==> src/rtl/disc_pattern_gen.sv <==
module disc_pattern_gen #(
  parameter int NCOL = 960,
  parameter int BLK  = 64,
  parameter int FW   = 16
) (
  input  logic            clk,
  input  logic            rst,
  input  logic            start,
  input  logic [2:0]      mode,
  input  logic [FW-1:0]   frame_limit,
  output logic [NCOL-1:0] line_word,
  output logic            line_valid,
  output logic [FW-1:0]   frame_count,
  output logic            done
);
  localparam int IW = $clog2(NCOL);
  localparam logic [2:0] M_EDGE_A = 3'd0, M_EDGE_B = 3'd1, M_BOUND = 3'd2,
                         M_WALK_A = 3'd3, M_WALK_B = 3'd4;
  localparam logic [NCOL-1:0] ONE = NCOL'(1);

  logic [2:0]      mode_q;
  logic [FW-1:0]   lim_q;
  logic [IW-1:0]   widx;
  logic            run, phase;
  logic [NCOL-1:0] edge_v, bound_v, walk_v, nxt;

  assign edge_v  = ONE | (ONE << (NCOL-1));
  assign bound_v = ONE | (ONE << (BLK-1)) | (ONE << BLK) | (ONE << (2*BLK-1)) | (ONE << (2*BLK));
  assign walk_v  = ONE << widx;

  always_comb begin
    case (mode_q)
      M_EDGE_A: nxt = phase ? '0 : edge_v;
      M_EDGE_B: nxt = phase ? edge_v : '0;
      M_BOUND:  nxt = phase ? '0 : bound_v;
      M_WALK_A: nxt = phase ? '0 : walk_v;
      M_WALK_B: nxt = phase ? walk_v : '0;
      default:  nxt = '0;
    endcase
  end

  always_ff @(posedge clk) begin
    if (rst) begin
      mode_q <= '0; lim_q <= '0; widx <= '0; run <= 1'b0; phase <= 1'b0;
      line_word <= '0; line_valid <= 1'b0; frame_count <= '0; done <= 1'b0;
    end else if (start) begin
      mode_q <= mode; lim_q <= frame_limit; widx <= '0; phase <= 1'b0;
      run <= (frame_limit != '0);
      done <= (frame_limit == '0);
      line_word <= '0; line_valid <= 1'b0; frame_count <= '0;
    end else if (run) begin
      line_valid <= 1'b1;
      line_word  <= nxt;
      phase      <= ~phase;
      if (phase) begin
        frame_count <= frame_count + 1'b1;
        widx <= (widx == IW'(NCOL-1)) ? '0 : widx + 1'b1;
        if (frame_count + 1'b1 == lim_q) run <= 1'b0;
      end
    end else begin
      line_valid <= 1'b0;
      line_word  <= '0;
      if (line_valid) done <= 1'b1;
    end
  end
endmodule

==> config.mk <==
export PLATFORM = sky130hd
export DESIGN_NAME = disc_pattern_gen
export DESIGN_NICKNAME = d
export VERILOG_FILES = /design/src/rtl/disc_pattern_gen.sv
export SDC_FILE = /design/constraint.sdc
export NUM_CORES = 1
export LEC_CHECK = 0
export BUFFER_PORTS_ARGS = -buffer_cell sky130_fd_sc_hd__buf_2
export CORE_AREA = 2 2 393 395
export CTS_CLUSTER_SIZE = 40
export DETAILED_ROUTE_END_ITERATION = 12
export DIE_AREA = 0 0 395 397
export REMOVE_ABC_BUFFERS = 1
export SETUP_SLACK_MARGIN = 0.5
export SYNTH_ARGS = -nofsm -noshare
export SYNTH_HDL_FRONTEND = slang
export SYNTH_SLANG_ARGS = --single-unit
==> constraint.sdc <==
create_clock -name clk -period 2.14 [get_ports clk]
set_input_delay 0.428 -clock clk [delete_from_list [all_inputs] [get_ports clk]]
set_output_delay 0.428 -clock clk [all_outputs]
set_load 0.01 [all_outputs]
Yosys cells after proc, flatten, opt, wreduce, memory -nomap -nowiden
Index checks and enable logic that the tools add are counted.
Cells by class
  $add $sub $neg: 2
  shift operators: 1
  reduce and logical (&&, ||, !) cells: 8
  muxes and demuxes: 15
  bitwise gates (word level): 2
  eq/ne operators: 7
Operator list (number)
  960-bit case mux with 5 select lines: 1
  960-bit 2-to-1 mux: 4
  1-bit by 10-bit << shifter with 960-bit output, first input constant: 1
  129-bit 2-to-1 mux: 1
  16-bit by 1-bit adder with 16-bit output, second input constant: 1
  16-bit equality test: 1
  16-bit zero test: 1
  16-bit nonzero test: 1
  10-bit by 1-bit adder with 10-bit output, second input constant: 1
  10-bit equality test, second input constant: 1
  10-bit 2-to-1 mux: 1
  1-bit 2-to-1 mux: 8
  3-bit by 2-bit equality test with 1-bit output, second input constant: 2
  2-bit AND reduction: 2
  3-bit by 1-bit equality test with 1-bit output, second input constant: 1
  3-bit equality test, second input constant: 1
  3-bit zero test: 1
  3-bit OR reduction: 1
  2-bit inequality test, second input constant: 1
  1-bit NOT: 2
  2-bit nonzero test: 1
  2-bit OR reduction: 1
Word-level totals
  logic and storage cells: 44
  register bits after elaboration: 1009
  input port bits: 22
  output and inout port bits: 978

Longest topological paths before layout
  depth after elaboration: 6
  mapped depth: 10
  mapped depth without buffers: 7

Worst setup path after synthesis
No wires, ideal clock.
  path kind: register to register
  start point: reg frame_count[0]
  end point: reg run
  data required time: 2.008 ns
  buffers on the path: 1
  stages on the path, launching flop included: 9
  period minus slack after synthesis: 2.034 ns
  library setup time: 0.132 ns
  setup slack: 0.106 ns
  data arrival time: 1.902 ns
  cells stage by stage: dfxtp_1 -> ha_1 -> and3_1 -> buf_2 -> nand4_1 -> or3b_1 -> a31oi_1 -> o21a_1 -> a31oi_1
On the way
  longest elaborated chain between the ends: 6
RTL lines
  start, declared: line 13  | output logic [FW-1:0] frame_count,
  start signal, assigned: line 56  | frame_count <= frame_count + 1'b1;
  16-bit by 1-bit adder with 16-bit output: line 58  | if (frame_count + 1'b1 == lim_q) run <= 1'b0;
  16-bit equality test: line 58
  1-bit 2-to-1 mux: line 58
  1-bit 2-to-1 mux: line 55  | if (phase) begin
  1-bit 2-to-1 mux: line 51  | end else if (run) begin
  1-bit 2-to-1 mux: line 46  | end else if (start) begin
  end signal, assigned: line 48  | run <= (frame_limit != '0);
  end, declared: line 24  | logic run, phase;
Every way passes these cells.
A chain may end at the register's enable or synchronous reset.

Worst setup path after layout
  start point: reg mode_q[2]
  end point: reg line_word[262]
On the way
  longest elaborated chain between the ends: 2
  elaborated cells between the ends (all ways): 6
  classes of those cells: 4 x eq/ne; 1 x mux; 1 x reduce/logical
RTL lines
  start, declared: line 21  | logic [2:0] mode_q;
  start signal, assigned: line 44  | mode_q <= '0; lim_q <= '0; widx <= '0; run <= 1'b0; phase <= 1'b0;
  start signal, assigned: line 47  | mode_q <= mode; lim_q <= frame_limit; widx <= '0; phase <= 1'b0;
  3-bit equality test, or another cell as far along: line 32  | case (mode_q)
  960-bit case mux with 5 select lines *: line 32
  end signal, assigned: line 53  | line_word <= nxt;
  end, declared: line 11  | output logic [NCOL-1:0] line_word,
Mark *: on every way between the ends. The rest lies on a longest branch, timed or not.

==> results.ini <==
[drt]
vias = 25500
drt-total-wl_mm = 158
drt_first_pass_iters = 5
vias_per_cell = 4.13
wl_met3_mm = 11.7
route.detailed.drc = 0
top_layer_used = met4
drt_iter0_drc = 1532
dr_wl_met2_mm = 76.6
antenna_left = 0
wl_met1_mm = 63.6
wire_per_inst_microns = 25.6

[sta]
max_slew_margin_pct = 53.0
max_slew.worst_pin.slew_ns = 0.704
tns_ns = 0
timing.final.crit_period_ns = 2.00
rsz0062_at_grt = true
fmax_mhz = 499
hold_viol = 0
report.final.slew_viol_count = 0
post-route-period-util_pct = 93.6
skew_ns = 0.0840
finalSetupViolCount = 0

[power_and_ir_drop]
power_density_nw_per_um2 = 730
ir_worst_vdd_mv = 0.776
p_leak_nw = 21.0

[critical_path]
end_kind = register
cp-start-kind = register
r2r_cells = 9
crit_arrival_ns = 2.63
ff2ff_setup_slack_ns = 0.14
crit_required_ns = 2.77
timing.rr.start = mode_q[2]
setup.worst_path.class = register to register
path_max_fanout = 62
r2r_end = line_word[262]

[synthesis]
syn_area_per_cell_sq_um = 10.6
ys_seq_area_share_pct = 71.4
synth.area.top_cells = dfxtp_1 (71%), nor2_1 (9.7%), nor3_1 (4.2%), nor3_2 (2.4%), clkbuf_1 (1.7%)
yosys.area.top_type_share_pct = 71.4
synth.largest_area_cell = dfxtp_1
ys.flop_type = dfxtp_1
syn_inst = 2679
synth_edf_count = 0
yosys_warnings = 0
synth.distinct_cells = 52
ys_ff_latch = 1009
netlist_area_sq_um = 28300
async_flop_share_pct = 0
synth_most_common_cell = dfxtp_1
synth_top_cells_by_count = dfxtp_1 (1009), nor2_1 (728), nor3_1 (237), clkbuf_1 (131), nand2_1 (117)

[floorplan]
io_pins = 1000
core_area_sq_um = 153000
chipHeight_microns = 397
start_util_pct = 18.5
die_w_microns = 395
die-area_sq_um = 157000
core.rowCount = 144

[worst_hold_path]
hold_start = frame_limit[14]
min_to = lim_q[14]
hold_path_depth = 4
min_path_type = primary input to register

[clock_network]
cts_tree = yes
cts_buffers = 102
ctsHtreeMaxLevel = 3
cts_buffer_depth = 3
clkTransAtPathRegs_ns = 0.06
cts.root.buffer_cell = clkbuf_16
clkSinkCount = 1009
clk_latency_ns = 0.77

[placement]
port_buffers = 999
place.gp.congestion = 0.836
place_hpwl_mm = 93.9
dpl-instance-area_sq_um = 37300

[job]
drv_cap = 0

[global_routing]
grt_overflow = 0
grt_pass1_wl_mm = 184
antenna_found_initial = 12
grt_pass1_vias = 23000
grt_max_degree = 76
grt.total_usage_pct = 16.7

[layout]
layout-drive-gt1-share_pct = 67.4
final_area_sq_um = 52500
synthToLayoutAreaGrowth_pct = 85.6
fin_nets = 4080

[run_status]
status = completed

stage by stage:
stage                     hold slack (ns)  setup slack [ns]  utilization, %  total power [mW]  cells
after global routing               0.0702            0.0830            34.3              39.3   6177
after detailed placement            0.508            -0.895            24.4              19.4   5746
after global placement              0.499             -1.00            24.4              19.4   5746
final                              0.0918             0.137            34.3              38.3   6179
after floorplan                     0.477             -9.19               -              19.3   2454
after CTS                          0.0225             0.207            28.7              38.5   6043
cell usage in the layout (no fill, tap or decap), types with 15 or more instances in the layout:
master	count
nand2_4	15
nor3_2	179
mux2i_1	20
nand2_1	75
buf_8	23
xor2_1	16
dfxtp_1	637
buf_4	250
buf_12	80
buf_2	609
xnor2_1	20
clkbuf_8	15
dfxtp_2	352
clkbuf_1	17
buf_6	432
nor2_1	388
dfxtp_4	20
nand2_2	22
nor2_4	271
buf_16	51
nor3_1	55
nand3_1	35
nor2_2	71
clkbuf_16	135
nor3_4	71
or2_4	47
metal layers:
layer  up-vias  GRT usage (%)
met2      1287           28.4
li1      11300              -
met4         0           5.94
met5         -              0
met3       280           3.66
met1     12600           20.7
timing repair:
item	4_1_cts	5_1_grt
hold buffers	13	0
pin swaps	38	125
gates cloned	35	48
hold endpoints to repair	13	0
setup buffers	63	86
resized for setup	307	1860
endpoints found under the setup margin	1778	1537
kinds of logic after synthesis:
kind of cell,count (synthesis),synth area share [%]
adders and majority gates,7,0.310
AOI/OAI and AO/OA,39,0.898
buffers and inverters,236,3.78
xor gates and xnor gates,38,1.18
and+or+nand+nor,1330,21.7
muxes,20,0.708
DFF,1009,71.4
sequential cells by signal, summed over array words and instances, names as in the netlist:
signal	cells
done	1
frame_count	16
lim_q	16
line_valid	1
line_word	960
mode_q	3
phase	1
run	1
widx	10
power by group:
part / leakage [nW] / switching (mW) / internal (mW) / total, mW
clock: 1.76 / 8.20 / 11.0 / 19.3
combinational: 10.9 / 0.128 / 0.122 / 0.250
sequential: 8.32 / 0.0314 / 18.8 / 18.8
total: 21.0 / 8.36 / 29.9 / 38.3
worst max-delay path by stage:
| stage | to | from | depth (start not counted) | slack [ns] |
|---|---|---|---|---|
| floorplan | line_word[128] | widx[7] | 2 | -9.19 |
| global placement | run | frame_limit[15] | 7 | -1.0 |
| detailed placement | run | frame_limit[15] | 7 | -0.90 |
| CTS | frame_count[13] | frame_count[13] | 1 | 0.21 |
| global route | line_word[700] | mode_q[1] | 11 | 0.08 |
| finish | line_word[262] | mode_q[2] | 9 | 0.14 |
final cells by class:
class | count | area, sq um
Sequential cell | 1009 | 20700
Tap cell | 2044 | 2560
Multi-Input combinational cell | 1435 | 11400
Clock inverter | 50 | 768
Inverter | 11 | 52.6
Antenna cell | 2 | 5.00
Timing Repair Buffer | 1492 | 14100
Fill cell | 14600 | 100000
Clock buffer | 136 | 2870
worst max-delay path, cell delays in order (launching register included):
cell and delay (ns):
dfxtp_4 0.38, nand2_4 0.06, nor3_4 0.16, o21ai_4 0.10, buf_6 0.15, buf_6 0.11, nor2_4 0.12, nand2_8 0.11
buf_16 0.20, nor3_4 0.26
Note: power is estimated with default switching activity, not from simulation.
